**src/rtl/cfg_hdr_pkg.sv**
```systemverilog
package cfg_hdr_pkg;

    localparam int SIG_LEN = 13;

    localparam logic [7:0] TYPE_FIRST = 8'h61;
    localparam logic [7:0] TYPE_LAST  = 8'h65;
    localparam logic [7:0] TYPE_WIDE  = 8'h65;

    typedef enum logic [2:0] {
        ST_IDLE,
        ST_PRE,
        ST_TYPE,
        ST_LEN,
        ST_SKIP
    } hdr_state_e;

    // Expected signature byte at position idx.
    function automatic logic [7:0] sig_byte(input logic [3:0] idx);
        logic [7:0] b;
        if (idx >= 4'd2 && idx <= 4'd9) begin
            b = idx[0] ? 8'hF0 : 8'h0F;
        end else if (idx == 4'd1) begin
            b = 8'h09;
        end else if (idx == 4'd12) begin
            b = 8'h01;
        end else begin
            b = 8'h00;
        end
        return b;
    endfunction

endpackage

```
**src/rtl/cfg_hdr_sig_check.sv**
```systemverilog
module cfg_hdr_sig_check
    import cfg_hdr_pkg::*;
(
    input  logic [3:0] idx_i,
    input  logic [7:0] byte_i,
    output logic       match_o,
    output logic       last_o
);
    always_comb begin
        match_o = (byte_i == sig_byte(idx_i));
        last_o  = (idx_i == 4'(SIG_LEN - 1));
    end
endmodule

```
**src/rtl/cfg_hdr_budget.sv**
```systemverilog
module cfg_hdr_budget #(
    parameter int LIMIT = 100
) (
    input  logic clk,
    input  logic rst_n,
    input  logic clr_i,
    input  logic inc_i,
    output logic spent_o
);
    localparam int CW = $clog2(LIMIT + 5);

    logic [CW-1:0] cnt_q;

    always_ff @(posedge clk or negedge rst_n) begin
        if (!rst_n) begin
            cnt_q <= '0;
        end else if (clr_i) begin
            cnt_q <= '0;
        end else if (inc_i) begin
            cnt_q <= cnt_q + CW'(1);
        end
    end

    assign spent_o = (cnt_q >= CW'(LIMIT));

    // A type byte enters below the limit; at most four length bytes follow it.
    assert_budget_cap_R9: assert property (@(posedge clk) disable iff (!rst_n)
        cnt_q <= CW'(LIMIT + 4));
endmodule

```
**src/rtl/cfg_hdr_len_acc.sv**
```systemverilog
module cfg_hdr_len_acc #(
    parameter int LEN_W = 32
) (
    input  logic             clk,
    input  logic             rst_n,
    input  logic             clr_i,
    input  logic             shift_i,
    input  logic [7:0]       byte_i,
    output logic [LEN_W-1:0] next_o
);
    localparam int HOLD_W = LEN_W - 8;

    logic [HOLD_W-1:0] acc_q;

    assign next_o = {acc_q, byte_i};

    always_ff @(posedge clk or negedge rst_n) begin
        if (!rst_n) begin
            acc_q <= '0;
        end else if (clr_i) begin
            acc_q <= '0;
        end else if (shift_i) begin
            acc_q <= next_o[HOLD_W-1:0];
        end
    end
endmodule

```
**src/rtl/cfg_hdr_parser.sv**
```systemverilog
module cfg_hdr_parser
    import cfg_hdr_pkg::*;
#(
    parameter int BYTE_BUDGET   = 100,
    parameter int SHORT_LEN_MAX = 255,
    parameter int LEN_W         = 32
) (
    input  logic             clk,
    input  logic             rst_n,
    input  logic             start_i,
    input  logic [7:0]       want_type_i,
    input  logic             in_valid_i,
    input  logic [7:0]       in_data_i,
    output logic             in_ready_o,
    output logic             done_o,
    output logic             found_o,
    output logic             error_o,
    output logic [LEN_W-1:0] length_o
);
    hdr_state_e state_q, state_d;

    logic [7:0]       want_q;
    logic [3:0]       sig_idx_q;
    logic [7:0]       type_q;
    logic             wide_q;
    logic [1:0]       len_idx_q;
    logic [LEN_W-1:0] skip_rem_q;

    logic             take;
    logic             begin_search;
    logic             sig_match, sig_last;
    logic             budget_spent;
    logic [LEN_W-1:0] len_full;
    logic             len_last;
    logic             fin_found, fin_fail;

    assign begin_search = start_i && (state_q == ST_IDLE);
    assign take         = in_valid_i && in_ready_o;
    assign len_last     = (len_idx_q == (wide_q ? 2'd3 : 2'd1));

    cfg_hdr_sig_check sig_i (
        .idx_i   (sig_idx_q),
        .byte_i  (in_data_i),
        .match_o (sig_match),
        .last_o  (sig_last)
    );

    cfg_hdr_budget #(.LIMIT(BYTE_BUDGET)) budget_i (
        .clk     (clk),
        .rst_n   (rst_n),
        .clr_i   (begin_search),
        .inc_i   (take && (state_q != ST_PRE)),
        .spent_o (budget_spent)
    );

    cfg_hdr_len_acc #(.LEN_W(LEN_W)) len_i (
        .clk     (clk),
        .rst_n   (rst_n),
        .clr_i   (take && (state_q == ST_TYPE)),
        .shift_i (take && (state_q == ST_LEN)),
        .byte_i  (in_data_i),
        .next_o  (len_full)
    );

    // Ready depends on state only, never on in_valid_i.
    always_comb begin
        unique case (state_q)
            ST_PRE, ST_LEN:  in_ready_o = 1'b1;
            ST_TYPE, ST_SKIP: in_ready_o = !budget_spent;
            default:          in_ready_o = 1'b0;
        endcase
    end

    // Next state and end-of-search events.
    always_comb begin
        state_d   = state_q;
        fin_found = 1'b0;
        fin_fail  = 1'b0;
        unique case (state_q)
            ST_IDLE: begin
                if (start_i) state_d = ST_PRE;
            end
            ST_PRE: begin
                if (take) begin
                    if (!sig_match) begin
                        fin_fail = 1'b1;
                        state_d  = ST_IDLE;
                    end else if (sig_last) begin
                        state_d = ST_TYPE;
                    end
                end
            end
            ST_TYPE: begin
                if (budget_spent) begin
                    fin_fail = 1'b1;
                    state_d  = ST_IDLE;
                end else if (take) begin
                    if (in_data_i < TYPE_FIRST || in_data_i > TYPE_LAST) begin
                        fin_fail = 1'b1;
                        state_d  = ST_IDLE;
                    end else begin
                        state_d = ST_LEN;
                    end
                end
            end
            ST_LEN: begin
                if (take && len_last) begin
                    if (!wide_q && len_full > LEN_W'(SHORT_LEN_MAX)) begin
                        fin_fail = 1'b1;
                        state_d  = ST_IDLE;
                    end else if (type_q == want_q) begin
                        fin_found = 1'b1;
                        state_d   = ST_IDLE;
                    end else if (len_full == '0) begin
                        state_d = ST_TYPE;
                    end else begin
                        state_d = ST_SKIP;
                    end
                end
            end
            ST_SKIP: begin
                if (budget_spent) begin
                    fin_fail = 1'b1;
                    state_d  = ST_IDLE;
                end else if (take && skip_rem_q == LEN_W'(1)) begin
                    state_d = ST_TYPE;
                end
            end
            default: state_d = ST_IDLE;
        endcase
    end

    always_ff @(posedge clk or negedge rst_n) begin
        if (!rst_n) state_q <= ST_IDLE;
        else        state_q <= state_d;
    end

    // Search bookkeeping registers.
    always_ff @(posedge clk or negedge rst_n) begin
        if (!rst_n) begin
            want_q     <= '0;
            sig_idx_q  <= '0;
            type_q     <= '0;
            wide_q     <= 1'b0;
            len_idx_q  <= '0;
            skip_rem_q <= '0;
        end else begin
            if (begin_search) begin
                want_q    <= want_type_i;
                sig_idx_q <= '0;
            end
            if (take && state_q == ST_PRE) begin
                sig_idx_q <= sig_idx_q + 4'd1;
            end
            if (take && state_q == ST_TYPE) begin
                type_q    <= in_data_i;
                wide_q    <= (in_data_i == TYPE_WIDE);
                len_idx_q <= '0;
            end
            if (take && state_q == ST_LEN) begin
                len_idx_q <= len_idx_q + 2'd1;
                if (len_last) skip_rem_q <= len_full;
            end
            if (take && state_q == ST_SKIP) begin
                skip_rem_q <= skip_rem_q - LEN_W'(1);
            end
        end
    end

    // Registered outcome.
    always_ff @(posedge clk or negedge rst_n) begin
        if (!rst_n) begin
            done_o   <= 1'b0;
            found_o  <= 1'b0;
            error_o  <= 1'b0;
            length_o <= '0;
        end else begin
            done_o  <= fin_found || fin_fail;
            found_o <= fin_found;
            error_o <= fin_fail;
            if (fin_found) length_o <= len_full;
        end
    end

    assert_done_pulse_R10: assert property (@(posedge clk) disable iff (!rst_n)
        done_o |=> !done_o);

    assert_one_result_R10: assert property (@(posedge clk) disable iff (!rst_n)
        done_o |-> (found_o ^ error_o));

    assert_flags_need_done_R10: assert property (@(posedge clk) disable iff (!rst_n)
        (found_o || error_o) |-> done_o);

    assert_no_take_at_end_R7: assert property (@(posedge clk) disable iff (!rst_n)
        done_o |-> !in_ready_o);

    assert_short_len_R6: assert property (@(posedge clk) disable iff (!rst_n)
        (found_o && want_q != TYPE_WIDE) |-> (length_o <= LEN_W'(SHORT_LEN_MAX)));

endmodule

```
**config.mk**
```make
export PLATFORM = sky130hd
export DESIGN_NAME = cfg_hdr_parser
export DESIGN_NICKNAME = d
export VERILOG_FILES = /design/src/rtl/cfg_hdr_pkg.sv /design/src/rtl/cfg_hdr_sig_check.sv /design/src/rtl/cfg_hdr_budget.sv /design/src/rtl/cfg_hdr_len_acc.sv /design/src/rtl/cfg_hdr_parser.sv
export SDC_FILE = /design/constraint.sdc
export NUM_CORES = 1
export LEC_CHECK = 0
export CORE_MARGIN = 2
export CORE_UTILIZATION = 52
export DETAILED_ROUTE_END_ITERATION = 16
export PLACE_DENSITY = 0.76
export SYNTH_ARGS = -nofsm -noshare
export SYNTH_HDL_FRONTEND = slang
export SYNTH_HIERARCHICAL = 1
export SYNTH_SLANG_ARGS = --single-unit
```
**constraint.sdc**
```tcl
create_clock -name clk -period 2.7 [get_ports clk]
set_clock_uncertainty 0.2 [all_clocks]
set_input_delay 0.54 -clock clk [delete_from_list [all_inputs] [get_ports clk]]
set_output_delay 0.54 -clock clk [all_outputs]
set_load 0.01 [all_outputs]
```
==> results.toml, run 1 <==
[setup_path]
crit_path_start = "budget_i/cnt_q[4]$_DFFE_PN0P_"
crit_path_start_kind = "register"
critical_path_class = "reg -> out"
crit_arrival_ps = 1950
crit_path_end = "in_ready_o"
r2r-start = "budget_i/cnt_q[4]$_DFFE_PN0P_"
cp.required_ps = 1960
end_kind = "primary output"
r2r-end = "skip_rem_q[6]$_DFFE_PN0P_"
ff2ff_path_depth = 9
reg2reg_slack_ps = 40
crit_fanout = 3

[detailed_routing]
wl_per_cell_um = 19.4
ant_nets = 0
drc = 0
routed_wl_mm = 16.9
vias = 5292
first_iter_violations = 388
routed-wl-met3_um = 887
met2_wirelength_mm = 8.74
vias_per_cell = 6.07
top_layer = "met4"
met1Wirelength_mm = 6.80
dr.pass1.iters = 5

[timing]
rsz0062_at_grt = "true"
slew_headroom_pct = 65.5
hold_viol = 0
slew_violations = 0
post-route-period-util_pct = 99.8
setup_viol = 0
period_minus_slack_ps = 2690
max_freq_ghz = 0.371
worstMarginPinSlew_ps = 513

[yosys]
ys_ff_latch = 124
syn_inst = 575
syn_nets = 600
synthesis.area_um2 = 6320
synth.area.top_cells = "dfrtp_1, mux2_4, mux2i_1"
yosysWarnings = 6
synth-main-ff-cell = "dfrtp_1"
synth_area_leader_cell = "dfrtp_1"
synthTopCellsByCount = "dfrtp_1, nor2_1, nand2_1"
synth_cell_types = 71
synthArstFlopShare_pct = 100
yosysMostFrequentCell = "dfrtp_1"
synth_top_area_share_pct = 49.1
synth_enable_flop_cells = 0
ys_seq_area_share_pct = 49.1
syn_avg_cell_area_um2 = 11.0

[run_status]
status = "completed"

[global_route]
grt_pass1_wl_mm = 26.9
grt_overflow = 0
grt_max_degree = 42
grt_pass1_vias = 5298
grt.total_usage_pct = 26.5
antenna_found_initial = 0

[clock_tree]
cts_max_level = 4
cts_tree = "done"
cts.sinks = 124
cts-buffers-inserted = 17
root_buffer = "clkbuf_16"
path_clk_slew_ps = 60
clk_latency_ps = 420
clock_path_buffers = 2

[floorplan]
initial_core_util_pct = 52.9
die_area_um2 = 13100
chipWidth_um = 114
io_pins = 56
coreArea_um2 = 12000
dieHeight_um = 114
rows = 40

[finish]
fin_area_um2 = 8470
final_util_pct = 70.8
num_antenna_cells = 0
final_nets = 737
area_growth_pct = 33.9
drive_gt1_share_pct = 30.3

[pwr]
seq_power_share_pct = 36.7
p_sw_mw = 1.95
netSwitchingFraction_pct = 30.2
intPower_mw = 4.50
leakagePower_nw = 3.99
p_comb_share_pct = 24.1
clockPowerShare_pct = 39.2
p_per_area_nw_per_um2 = 762
max-vdd-ir-drop_v = 0.000653

[min_path]
hold_class = "reg -> reg"

[place]
dp_hpwl_mm = 11.3
port_buffers = 55
dpl_cell_area_um2 = 7520
gp_congestion = 0.921

[run]
cap_violations = 0
critical path, cell delays in order, from the launching register on:
cell and delay (ps):
dfrtp_1 390, o311a_4 410, nor4b_4 320, a221o_1 180
buf_4 140, buf_6 100
power groups by stage:
stage / clock network [mW] / logic, mW / registers (mW)
floorplan: 0 / 0.795 / 2.35
global placement: 0 / 1.38 / 2.35
detailed placement: 0 / 1.43 / 2.37
CTS: 2.54 / 1.48 / 2.35
global route: 2.63 / 1.70 / 2.40
finish: 2.53 / 1.56 / 2.37
metrics by stage:
step / total power [mW] / cells / hold WS, ps / worst slack [ps] / TNS, ps
final: 6.45 / 872 / 297 / 6.21 / 0
after detailed placement: 3.80 / 828 / 271 / -521 / -2450
after global routing: 6.72 / 872 / 325 / -72.2 / -731
after global placement: 3.74 / 828 / 268 / -386 / -1690
after floorplan: 3.14 / 575 / 44.4 / -59.3 / -1700
after CTS: 6.37 / 862 / 291 / -34.4 / -34.4
cell usage in the layout (no fill, tap or decap), types with 20 or more instances in the layout:
master             n
buf_4             81
clkbuf_16         20
clkdlybuf4s50_1   51
dfrtp_1          122
mux2_2            20
mux2_4            29
mux2i_1           27
nand2_1           45
nor2_1            65
o21ai_0           21
layer usage:
metal	global-route usage (%)	vias up
met5	0	-
met4	10.6	0
met3	5.88	45
met2	45.0	190
met1	33.2	2675
li1	-	2382
sequential cells by signal, summed over array words and instances (netlist names):
signal and cells:
want_q 8, state_q 3, len_i/acc_q 24, error_o 1, found_o 1, sig_idx_q 4
skip_rem_q 32, len_idx_q 2, length_o 32, type_q 8, wide_q 1, done_o 1
budget_i/cnt_q 7
what timing repair did:
action | in CTS | in global routing
setup endpoints to repair | 34 | 46
pin swaps | 3 | 7
resized for setup | 10 | 32
buffers inserted | 1 | 7
endpoints found under the hold margin | 32 | 0
hold buffers | 1 | 0
cloned | 0 | 3
layout make-up:
class                   count  area (um^2)
fillers                   824         3490
flip-flops and latches    124         3110
multi-input cells         408         3090
repair buffers            148         1370
clock buffers              18          439
clock inverters            14          216
well taps                 147          184
inverters                  13         61.3
worst min-delay path by stage:
stage	start	endpoint	slack, ps	cells past startpoint
floorplan	rst_n	budget_i/cnt_q[0]$_DFFE_PN0P_	40	0
global placement	skip_rem_q[15]$_DFFE_PN0P_	skip_rem_q[15]$_DFFE_PN0P_	270	1
detailed placement	skip_rem_q[15]$_DFFE_PN0P_	skip_rem_q[15]$_DFFE_PN0P_	270	1
CTS	skip_rem_q[28]$_DFFE_PN0P_	skip_rem_q[28]$_DFFE_PN0P_	290	1
global route	skip_rem_q[15]$_DFFE_PN0P_	skip_rem_q[15]$_DFFE_PN0P_	320	1
finish	skip_rem_q[22]$_DFFE_PN0P_	skip_rem_q[22]$_DFFE_PN0P_	300	1
logic make-up (layout without fill, tap and decap cells):
family / after synthesis / after routing / synth area share (%)
flops: 124 / 124 / 49.1
buf+inv: 43 / 193 / 4.23
mux: 76 / 76 / 14.7
compound gates: 94 / 94 / 10.7
xor+xnor: 15 / 15 / 2.08
fa+ha+maj: 6 / 6 / 1.17
simple gates: 217 / 217 / 18.1
Note: power is estimated with default switching activity, not from simulation.
==> inputs of run 2 (changes only) <==
CORE_UTILIZATION = 55   (was 52)
PLACE_DENSITY = 0.77   (was 0.76)
SLEW_MARGIN = 20   (was not set)
clock period = 2.5 ns   (was 2.7 ns; I/O delays follow)
==> results.toml, run 2 (same netlist as run 1, synthesis figures left out) <==
[run_status]
status = "finished, violations left"
violations = "setup timing"

[finish]
final_common_cell = "dfrtp_1"
final_nets = 774
num_antenna_cells = 0
largest_registers = "length_o: 32 flops, skip_rem_q: 32 flops, len_i/acc_q: 24 flops"
area_growth_pct = 44.5
drive_gt1_share_pct = 40.1
fillers = 627
fin_area_um2 = 9140
mostFrequentLayoutCells = "dfrtp_1, buf_4, clkdlybuf4s50_1, nand2_1, nor2_1"
stdcell_count = 904

[clock_tree]
cts_tree = "done"
path_clk_slew_ps = 50
cts_max_level = 4
clock_path_buffers = 2
clk_latency_ps = 420
cts-buffers-inserted = 17
cts.sinks = 124
root_buffer = "clkbuf_16"

[run]
cap_violations = 0

[setup_path]
crit_path_top_delay_cell = "or3b_4"
crit_fanout = 7
cpPeakStageDelay_ps = 470
end_kind = "register"
crit_family = "simple AND/OR/NAND/NOR gates"
crit_path_start_kind = "register"
crit_arrival_ps = 2900
critical_path_class = "reg -> reg"
path_buf_inv = 4
cp.required_ps = 2600
crit_chain = "nor4_2, buf_4, nand4_1, nor2_2, buf_6, nor2_4, or3b_4, buf_12, buf_16, mux2_4"

[detailed_routing]
vias_per_cell = 6.15
first_iter_violations = 436
drc = 0
wl_per_cell_um = 21.4
vias = 5561
dr.pass1.iters = 5
routed_wl_mm = 19.4
ant_nets = 0

[place]
gp_congestion = 0.937
dpl_cell_area_um2 = 7690
dp_slack_ps = -619
port_buffers = 55
place_inst = 842
dp_hpwl_mm = 11.3

[floorplan]
initial_core_util_pct = 55.9
rows = 39
coreArea_um2 = 11300
dieHeight_um = 111
chipWidth_um = 111
die_area_um2 = 12400
io_pins = 56

[pwr]
intPower_mw = 4.95
totalPowerFinal_mw = 7.20
leakagePower_nw = 4.22
netSwitchingFraction_pct = 31.2
max-vdd-ir-drop_v = 0.000746
seq_power_share_pct = 35.8
p_sw_mw = 2.25
p_per_area_nw_per_um2 = 788
clockPowerShare_pct = 34.5
p_comb_share_pct = 29.7

[timing]
slew_violations = 0
hold_slack_ps = 293
rsz0062_at_grt = "true"
hold_viol = 0
max_freq_ghz = 0.357
slew_headroom_pct = 55.8
fin_ws_ps = -304
worstMarginPinSlew_ps = 663
setup_viol = 80
period_minus_slack_ps = 2800
post-route-period-util_pct = 112

[global_route]
antenna_found_initial = 0
grt_pass1_vias = 5799
grt_pass1_wl_mm = 29.5
grt_overflow = 0
grt.total_usage_pct = 30.3
grt_max_degree = 45

[min_path]
hold_class = "reg -> reg"
[run 2: worst paths after layout]
check | from | to | slack [ps] | cells after the start
max | len_i/acc_q[2]$_DFFE_PN0P_ | length_o[6]$_DFFE_PN0P_ | -300 | 10
min | skip_rem_q[28]$_DFFE_PN0P_ | skip_rem_q[28]$_DFFE_PN0P_ | 290 | 1
max reg2reg | len_i/acc_q[2]$_DFFE_PN0P_ | length_o[6]$_DFFE_PN0P_ | -300 | 10
min reg2reg | skip_rem_q[28]$_DFFE_PN0P_ | skip_rem_q[28]$_DFFE_PN0P_ | 290 | 1
max in group asynchronous | rst_n | length_o[22]$_DFFE_PN0P_ | 960 | 3
min in group asynchronous | rst_n | len_i/acc_q[15]$_DFFE_PN0P_ | 450 | 2
[run 2: area by class of cell]
class | instances | area (um^2) | share of cell area, %
Tap cell | 143 | 179 | 1.96
Multi-Input combinational cell | 409 | 3420 | 37.4
Sequential cell | 124 | 3100 | 34.0
Clock buffer | 25 | 515 | 5.64
Clock inverter | 6 | 82.6 | 0.904
Timing Repair Buffer | 181 | 1720 | 18.9
Timing Repair inverter | 3 | 52.6 | 0.575
Inverter | 13 | 61.3 | 0.671
[run 2: metrics by stage]
stage               utilization (%)  TNS [ps]
floorplan                         -     -9270
global placement               67.9     -9030
detailed placement             67.9    -13680
CTS                            76.5    -14210
global route                   80.7    -18320
finish                         80.7    -12630
[run 2: power by group through the flow]
stage | sequential (mW) | combinational (mW) | clock (mW)
2_1_floorplan | 2.53 | 0.869 | 0
4_1_cts | 2.55 | 1.80 | 2.50
5_1_grt | 2.60 | 2.29 | 2.59
3_5_place_dp | 2.56 | 1.65 | 0
3_3_place_gp | 2.54 | 1.58 | 0
6_report | 2.57 | 2.14 | 2.49
[run 2: layer usage]
metal	GRT usage, %	vias to the layer above	routed length (um)
met4	14.4	0	789
met2	50.2	279	9760
met3	8.26	73	1300
li1	-	2455	-
met5	0	-	0
met1	36.8	2754	7540
[run 2: repair_timing]
item,in CTS,in global routing
pin swaps,16,29
endpoints found under the setup margin,49,101
resized for setup,47,89
setup buffers,12,18
hold endpoints to repair,40,0
hold buffers,1,0
cloned,6,1
[run 2: worst register-to-register path, stage by stage, from the launching register on]
cell and delay [ps]:
dfrtp_1 390, nor4_2 330, buf_4 180, nand4_1 160
nor2_2 170, buf_6 140, nor2_4 40, or3b_4 470
buf_12 170, buf_16 150, mux2_4 290
==> inputs of run 3 (changes only) <==
SLEW_MARGIN = 10   (was 20)
==> results of run 3 <==
No change in the layout: final DEF, timing and power equal those of run 2.
